## src/rtl/gpio_core_pkg.sv

```systemverilog
package gpio_core_pkg;
    localparam int FSEL_W         = 3;
    localparam int PINS_PER_FWORD = 10;
    localparam int WORD_W         = 32;
    // word indices (byte offset / 4) of the per-bank registers
    localparam int SET_WORD = 7;
    localparam int CLR_WORD = 10;
    localparam int LEV_WORD = 13;

    typedef enum logic [2:0] {
        FN_IN   = 3'd0,
        FN_OUT  = 3'd1,
        FN_ALT5 = 3'd2,
        FN_ALT4 = 3'd3,
        FN_ALT0 = 3'd4,
        FN_ALT1 = 3'd5,
        FN_ALT2 = 3'd6,
        FN_ALT3 = 3'd7
    } fn_code_e;

    typedef enum logic [2:0] {
        RG_NONE,
        RG_FSEL,
        RG_SET,
        RG_CLR,
        RG_LEV
    } reg_kind_e;
endpackage

```

## src/rtl/gpio_addr_dec.sv

```systemverilog
module gpio_addr_dec
    import gpio_core_pkg::*;
#(
    parameter int ADDR_W     = 8,
    parameter int FSEL_WORDS = 6,
    parameter int NUM_BANKS  = 2,
    parameter int IDX_W      = 3
) (
    input  logic [ADDR_W-1:0] addr,
    output reg_kind_e         kind,
    output logic [IDX_W-1:0]  idx
);
    logic [ADDR_W-3:0] word;
    logic [1:0]        unused_lsb;
    int                w;

    assign word       = addr[ADDR_W-1:2];
    assign unused_lsb = addr[1:0];

    always_comb begin
        w    = int'(word);
        kind = RG_NONE;
        idx  = '0;
        if (w < FSEL_WORDS) begin
            kind = RG_FSEL;
            idx  = IDX_W'(w);
        end else if (w >= SET_WORD && w < SET_WORD + NUM_BANKS) begin
            kind = RG_SET;
            idx  = IDX_W'(w - SET_WORD);
        end else if (w >= CLR_WORD && w < CLR_WORD + NUM_BANKS) begin
            kind = RG_CLR;
            idx  = IDX_W'(w - CLR_WORD);
        end else if (w >= LEV_WORD && w < LEV_WORD + NUM_BANKS) begin
            kind = RG_LEV;
            idx  = IDX_W'(w - LEV_WORD);
        end
    end
endmodule

```

## src/rtl/gpio_sync.sv

```systemverilog
module gpio_sync #(
    parameter int W = 54
) (
    input  logic         clk,
    input  logic         rst_n,
    input  logic [W-1:0] d,
    output logic [W-1:0] q
);
    logic [W-1:0] meta_q;
    logic [W-1:0] stab_q;

    always_ff @(posedge clk) begin
        if (!rst_n) begin
            meta_q <= '0;
            stab_q <= '0;
        end else begin
            meta_q <= d;
            stab_q <= meta_q;
        end
    end

    assign q = stab_q;
endmodule

```

## src/rtl/gpio_pad_drv.sv

```systemverilog
module gpio_pad_drv
    import gpio_core_pkg::*;
#(
    parameter int NUM_PINS = 54
) (
    input  logic [NUM_PINS-1:0][FSEL_W-1:0] fsel,
    output logic [NUM_PINS-1:0]             oe,
    output logic [NUM_PINS*FSEL_W-1:0]      alt_sel
);
    for (genvar p = 0; p < NUM_PINS; p++) begin : g_pin
        logic is_gpio;
        assign is_gpio = (fsel[p] == FN_IN) || (fsel[p] == FN_OUT);
        assign oe[p]   = (fsel[p] == FN_OUT);
        assign alt_sel[p*FSEL_W +: FSEL_W] = is_gpio ? '0 : fsel[p];
    end
endmodule

```

## src/rtl/pinmux_gpio_core.sv

```systemverilog
module pinmux_gpio_core
    import gpio_core_pkg::*;
#(
    parameter int NUM_PINS = 54,
    parameter int ADDR_W   = 8
) (
    input  logic                       clk,
    input  logic                       rst_n,
    input  logic                       bus_we,
    input  logic [ADDR_W-1:0]          bus_addr,
    input  logic [WORD_W-1:0]          bus_wdata,
    output logic [WORD_W-1:0]          bus_rdata,
    input  logic [NUM_PINS-1:0]        pad_in,
    output logic [NUM_PINS-1:0]        pad_out,
    output logic [NUM_PINS-1:0]        pad_oe,
    output logic [NUM_PINS*FSEL_W-1:0] pad_alt_sel
);
    localparam int FSEL_WORDS = (NUM_PINS + PINS_PER_FWORD - 1) / PINS_PER_FWORD;
    localparam int NUM_BANKS  = (NUM_PINS + WORD_W - 1) / WORD_W;
    localparam int IDX_W      = $clog2(FSEL_WORDS + 1);

    typedef struct packed {
        logic [NUM_PINS-1:0][FSEL_W-1:0] fsel;
        logic [NUM_PINS-1:0]             dout;
    } state_t;

    state_t             state_d, state_q;
    reg_kind_e          kind;
    logic [IDX_W-1:0]   idx;
    logic [NUM_PINS-1:0] lev;

    gpio_addr_dec #(
        .ADDR_W    (ADDR_W),
        .FSEL_WORDS(FSEL_WORDS),
        .NUM_BANKS (NUM_BANKS),
        .IDX_W     (IDX_W)
    ) u_dec (
        .addr(bus_addr),
        .kind(kind),
        .idx (idx)
    );

    gpio_sync #(.W(NUM_PINS)) u_sync (
        .clk  (clk),
        .rst_n(rst_n),
        .d    (pad_in),
        .q    (lev)
    );

    gpio_pad_drv #(.NUM_PINS(NUM_PINS)) u_drv (
        .fsel   (state_q.fsel),
        .oe     (pad_oe),
        .alt_sel(pad_alt_sel)
    );

    // next-state: function fields and output latch
    always_comb begin
        state_d = state_q;
        if (bus_we) begin
            for (int p = 0; p < NUM_PINS; p++) begin
                if (kind == RG_FSEL && int'(idx) == p / PINS_PER_FWORD)
                    state_d.fsel[p] = bus_wdata[(p % PINS_PER_FWORD)*FSEL_W +: FSEL_W];
                if (kind == RG_SET && int'(idx) == p / WORD_W && bus_wdata[p % WORD_W])
                    state_d.dout[p] = 1'b1;
                if (kind == RG_CLR && int'(idx) == p / WORD_W && bus_wdata[p % WORD_W])
                    state_d.dout[p] = 1'b0;
            end
        end
    end

    always_ff @(posedge clk) begin
        if (!rst_n) state_q <= '0;
        else        state_q <= state_d;
    end

    // read mux: set/clear and unmapped locations return zero
    always_comb begin
        bus_rdata = '0;
        for (int p = 0; p < NUM_PINS; p++) begin
            if (kind == RG_FSEL && int'(idx) == p / PINS_PER_FWORD)
                bus_rdata[(p % PINS_PER_FWORD)*FSEL_W +: FSEL_W] = state_q.fsel[p];
            if (kind == RG_LEV && int'(idx) == p / WORD_W)
                bus_rdata[p % WORD_W] = lev[p];
        end
    end

    assign pad_out = state_q.dout;
endmodule

```

## config.mk

```make
export PLATFORM = sky130hd
export DESIGN_NAME = pinmux_gpio_core
export DESIGN_NICKNAME = d
export VERILOG_FILES = /design/src/rtl/gpio_core_pkg.sv /design/src/rtl/gpio_addr_dec.sv /design/src/rtl/gpio_sync.sv /design/src/rtl/gpio_pad_drv.sv /design/src/rtl/pinmux_gpio_core.sv
export SDC_FILE = /design/constraint.sdc
export NUM_CORES = 1
export LEC_CHECK = 0
export BUFFER_PORTS_ARGS = -buffer_cell sky130_fd_sc_hd__buf_2
export CAP_MARGIN = 30
export CORE_UTILIZATION = 30
export DETAILED_ROUTE_END_ITERATION = 6
export PLACE_DENSITY = 0.48
export SKIP_CTS_REPAIR_TIMING = 1
export SLEW_MARGIN = 10
export SYNTH_ARGS = -nofsm -noshare
export SYNTH_HDL_FRONTEND = slang
export SYNTH_SLANG_ARGS = --single-unit
```

## constraint.sdc

```tcl
create_clock -name clk -period 2.6 [get_ports clk]
set_input_delay 0.39 -clock clk [delete_from_list [all_inputs] [get_ports clk]]
set_output_delay 0.39 -clock clk [all_outputs]
set_load 0.05 [all_outputs]
```

==> reports/summary.txt <==
I/O Pins - 399
Leak - 8.43 nW
Sequential share of the synthesized area - 43.1%
Tmin final - 2.70 ns
Maximum number of pins on one net before global-route repair - 84
Syn_area_per_cell - 8.52 sq um
CP Cell Sequence - buf_6 -> buf_6 -> or3b_4 -> nor4b_4 -> buf_4 -> buf_12 -> nand2_1 -> o2bb2ai_2 -> a22oi_2 -> buf_6
Core area - 0.0493 sq mm
CP endpoint kind - output port
Sink Count - 324
Routed wire per std cell - 21.5 microns
Mapped Nets - 1868
Worst-Margin Slew - 0.541 ns
Global-route wire length before repair - 83.4 mm
Row cnt - 81
Critical Path Start - bus_addr[7]
Gate count of the mapped netlist - 1767
VDD IR-drop max - 0.000381 V
Slowest cell on crit path - or3b_4
Post-synth design cell area - 0.0151 sq mm
Placed insts - 2669
Synthesis-to-layout area growth - 32.5%
Die X - 226 microns
WP buf/inv - 5
Reg clk slew, reported paths - 0.06 ns
Worst clock skew - 0.0133 ns
Synth warn - 0
Top delay family on crit path - buffers and inverters
Dpl hpwl - 43.6 mm
Max stage delay on crit path - 0.42 ns
Synth top area cells - dfxtp_1, nand2_1, a21boi_0, clkbuf_1, and2_1
Place WS - -0.315 ns
Initial core utilization - 30.6%
Hold Path Origin - pad_in[39]
Main synth FF type - dfxtp_1
Req. time, crit path - 2.21 ns
CP Data Arrival Time - 2.31 ns
Fin nets - 2155
Yosys top cell area share - 43.1%
Final Hold Viols - 0
Pwr Density - 592 mW/mm^2
Final setup margin - -0.102 ns
Clk_lat worst skew - 0.55 ns
Type of origin of the critical path - input port
First-pass DRT Iterations - 5
Worst hold slack - 0.0466 ns
Power Total - 11.8 mW
GRT overflow - 0
Post-synth EDFFs - 0
Via-to-Cell Ratio - 4.91
Root buffer cell - clkbuf_16
Finished Layout Cells - 2749
Max transition margin - 63.9%
Die area - 0.0511 sq mm
Clock buffer depth - 3
Max H-tree Level - 2
Status - complete, but fails checks
Worst min path class - input port to register
IO buf count - 396
DRT antenna net count - 0
Drt total wl - 59.1 mm
Violated checks - negative setup slack
TritonCTS Buffers - 39
Netlist cell types - 63
Critical path class - input port to output port
Final Cycle Share - 104%
Largest area contributor in the netlist - dfxtp_1
Fmax achieved - 0.370 GHz
RSZ-0062 raised after global routing - yes
Vias in the first global route - 12700
CTS tree - built
Crit-path most repeated cell - buf_6
Routed vias - 13500
Die Span Y - 226 microns
Share of cells above drive strength 1 - 35.0%
Max FO, Critical Path - 11
Final Max Slew Viols - 0
Ys async rst share - 0%
Global placement routability congestion - 0.876
# fillers - 4969
Initial antenna violation count - 5
Fin Setup TNS - -0.977 ns
Final setup fails - 22
Max_cap viols - 0
FF-to-FF Start - state_q[104]
Gr usage total - 22.3%
Iter 0 DRT Violations - 872
FF+latch count, synth - 324
# DRC - 0
[cell usage after synthesis, drive strengths merged, types with 18 or more instances]
| library cell | instances |
|---|---|
| o21ai | 23 |
| a21oi | 22 |
| nor3b | 54 |
| a21boi | 150 |
| nor4 | 35 |
| o221a | 32 |
| a41oi | 22 |
| o31ai | 23 |
| and2 | 111 |
| buf | 88 |
| a22oi | 19 |
| dfxtp | 324 |
| nor2 | 46 |
| nand2 | 345 |
| inv | 38 |
| o2bb2ai | 18 |
| mux2 | 18 |
| nor2b | 53 |
| clkbuf | 199 |
| nand3 | 46 |
[metrics by stage]
stage / utilization (%) / instance area [sq um]
after detailed placement: 36.9 / 18200
final: 40.5 / 19900
after global routing: 40.5 / 19900
after floorplan: - / 15300
after global placement: 36.9 / 18200
after CTS: 39.7 / 19500
[registers in the layout (all words and copies together), names as in the netlist]
signal         cells
u_sync.meta_q     54
pad_out           54
state_q          162
u_sync.q          54
[cell families after synthesis]
group | after synthesis | share of synthesized area, %
adder cells (fa/ha/maj) | 4 | 0.333
flip-flops | 324 | 43.1
AO/OA/AOI/OAI | 358 | 18.6
AND/OR/NAND/NOR | 722 | 25.4
buffers and inverters | 325 | 9.92
multiplexers | 34 | 2.66
[routing by layer]
metal	wire (microns)	track usage [%]	part of all wire (%)	vias to the layer above
met5	22	0	0.037	-
met4	2030	8.67	3.4	4
met3	3620	4.70	6.1	95
met2	28200	37.4	48	459
met1	25300	27.7	43	6447
li1	-	-	-	6496
[worst reg2reg max path: stages, from the launching register on]
cell	delay, ns
dfxtp_1	0.48
nand2_1	0.10
a21boi_0	0.17
[area by class of cell]
type | instances | area [sq um] | share of cell area, %
multi-input combinational | 1119 | 7440 | 37.3
clock inverter | 20 | 269 | 1.35
inverter | 38 | 153 | 0.766
tap | 664 | 831 | 4.17
sequential | 324 | 6490 | 32.5
clock buffer | 49 | 1090 | 5.49
timing repair buffer | 532 | 3660 | 18.3
antenna | 3 | 7.51 | 0.0377
[cell usage in the layout, fill, tap and decap left out, types with 12 or more instances in the layout]
cell and count:
a21boi_0 143, a221oi_1 12, a22oi_2 16, a41oi_1 22
and2_1 111, buf_12 34, buf_2 361, buf_4 104
buf_6 27, clkbuf_16 40, dfxtp_1 324, inv_1 36
mux2_2 18, mux2i_1 13, nand2_1 343, nand3_1 44
nor2_1 42, nor2b_1 53, nor3b_1 54, nor4_2 31
o221a_1 30, o31ai_1 23
[report_power, final]
group	internal, mW	total (mW)	switching (mW)
clock network	3.58	5.80	2.22
registers	5.06	5.09	0.0376
logic	0.339	0.919	0.581
total	8.97	11.8	2.84
[path summary, 6_finish.rpt]
check | cells after the start | endpoint | slack (ns)
max reg2reg | 2 | state_q[104] | 1.78
max | 10 | bus_rdata[1] | -0.10
min | 2 | u_sync.meta_q[39] | 0.05
min reg2reg | 1 | u_sync.q[41] | 0.42
No activity file was read; power rests on OpenSTA's default activity.
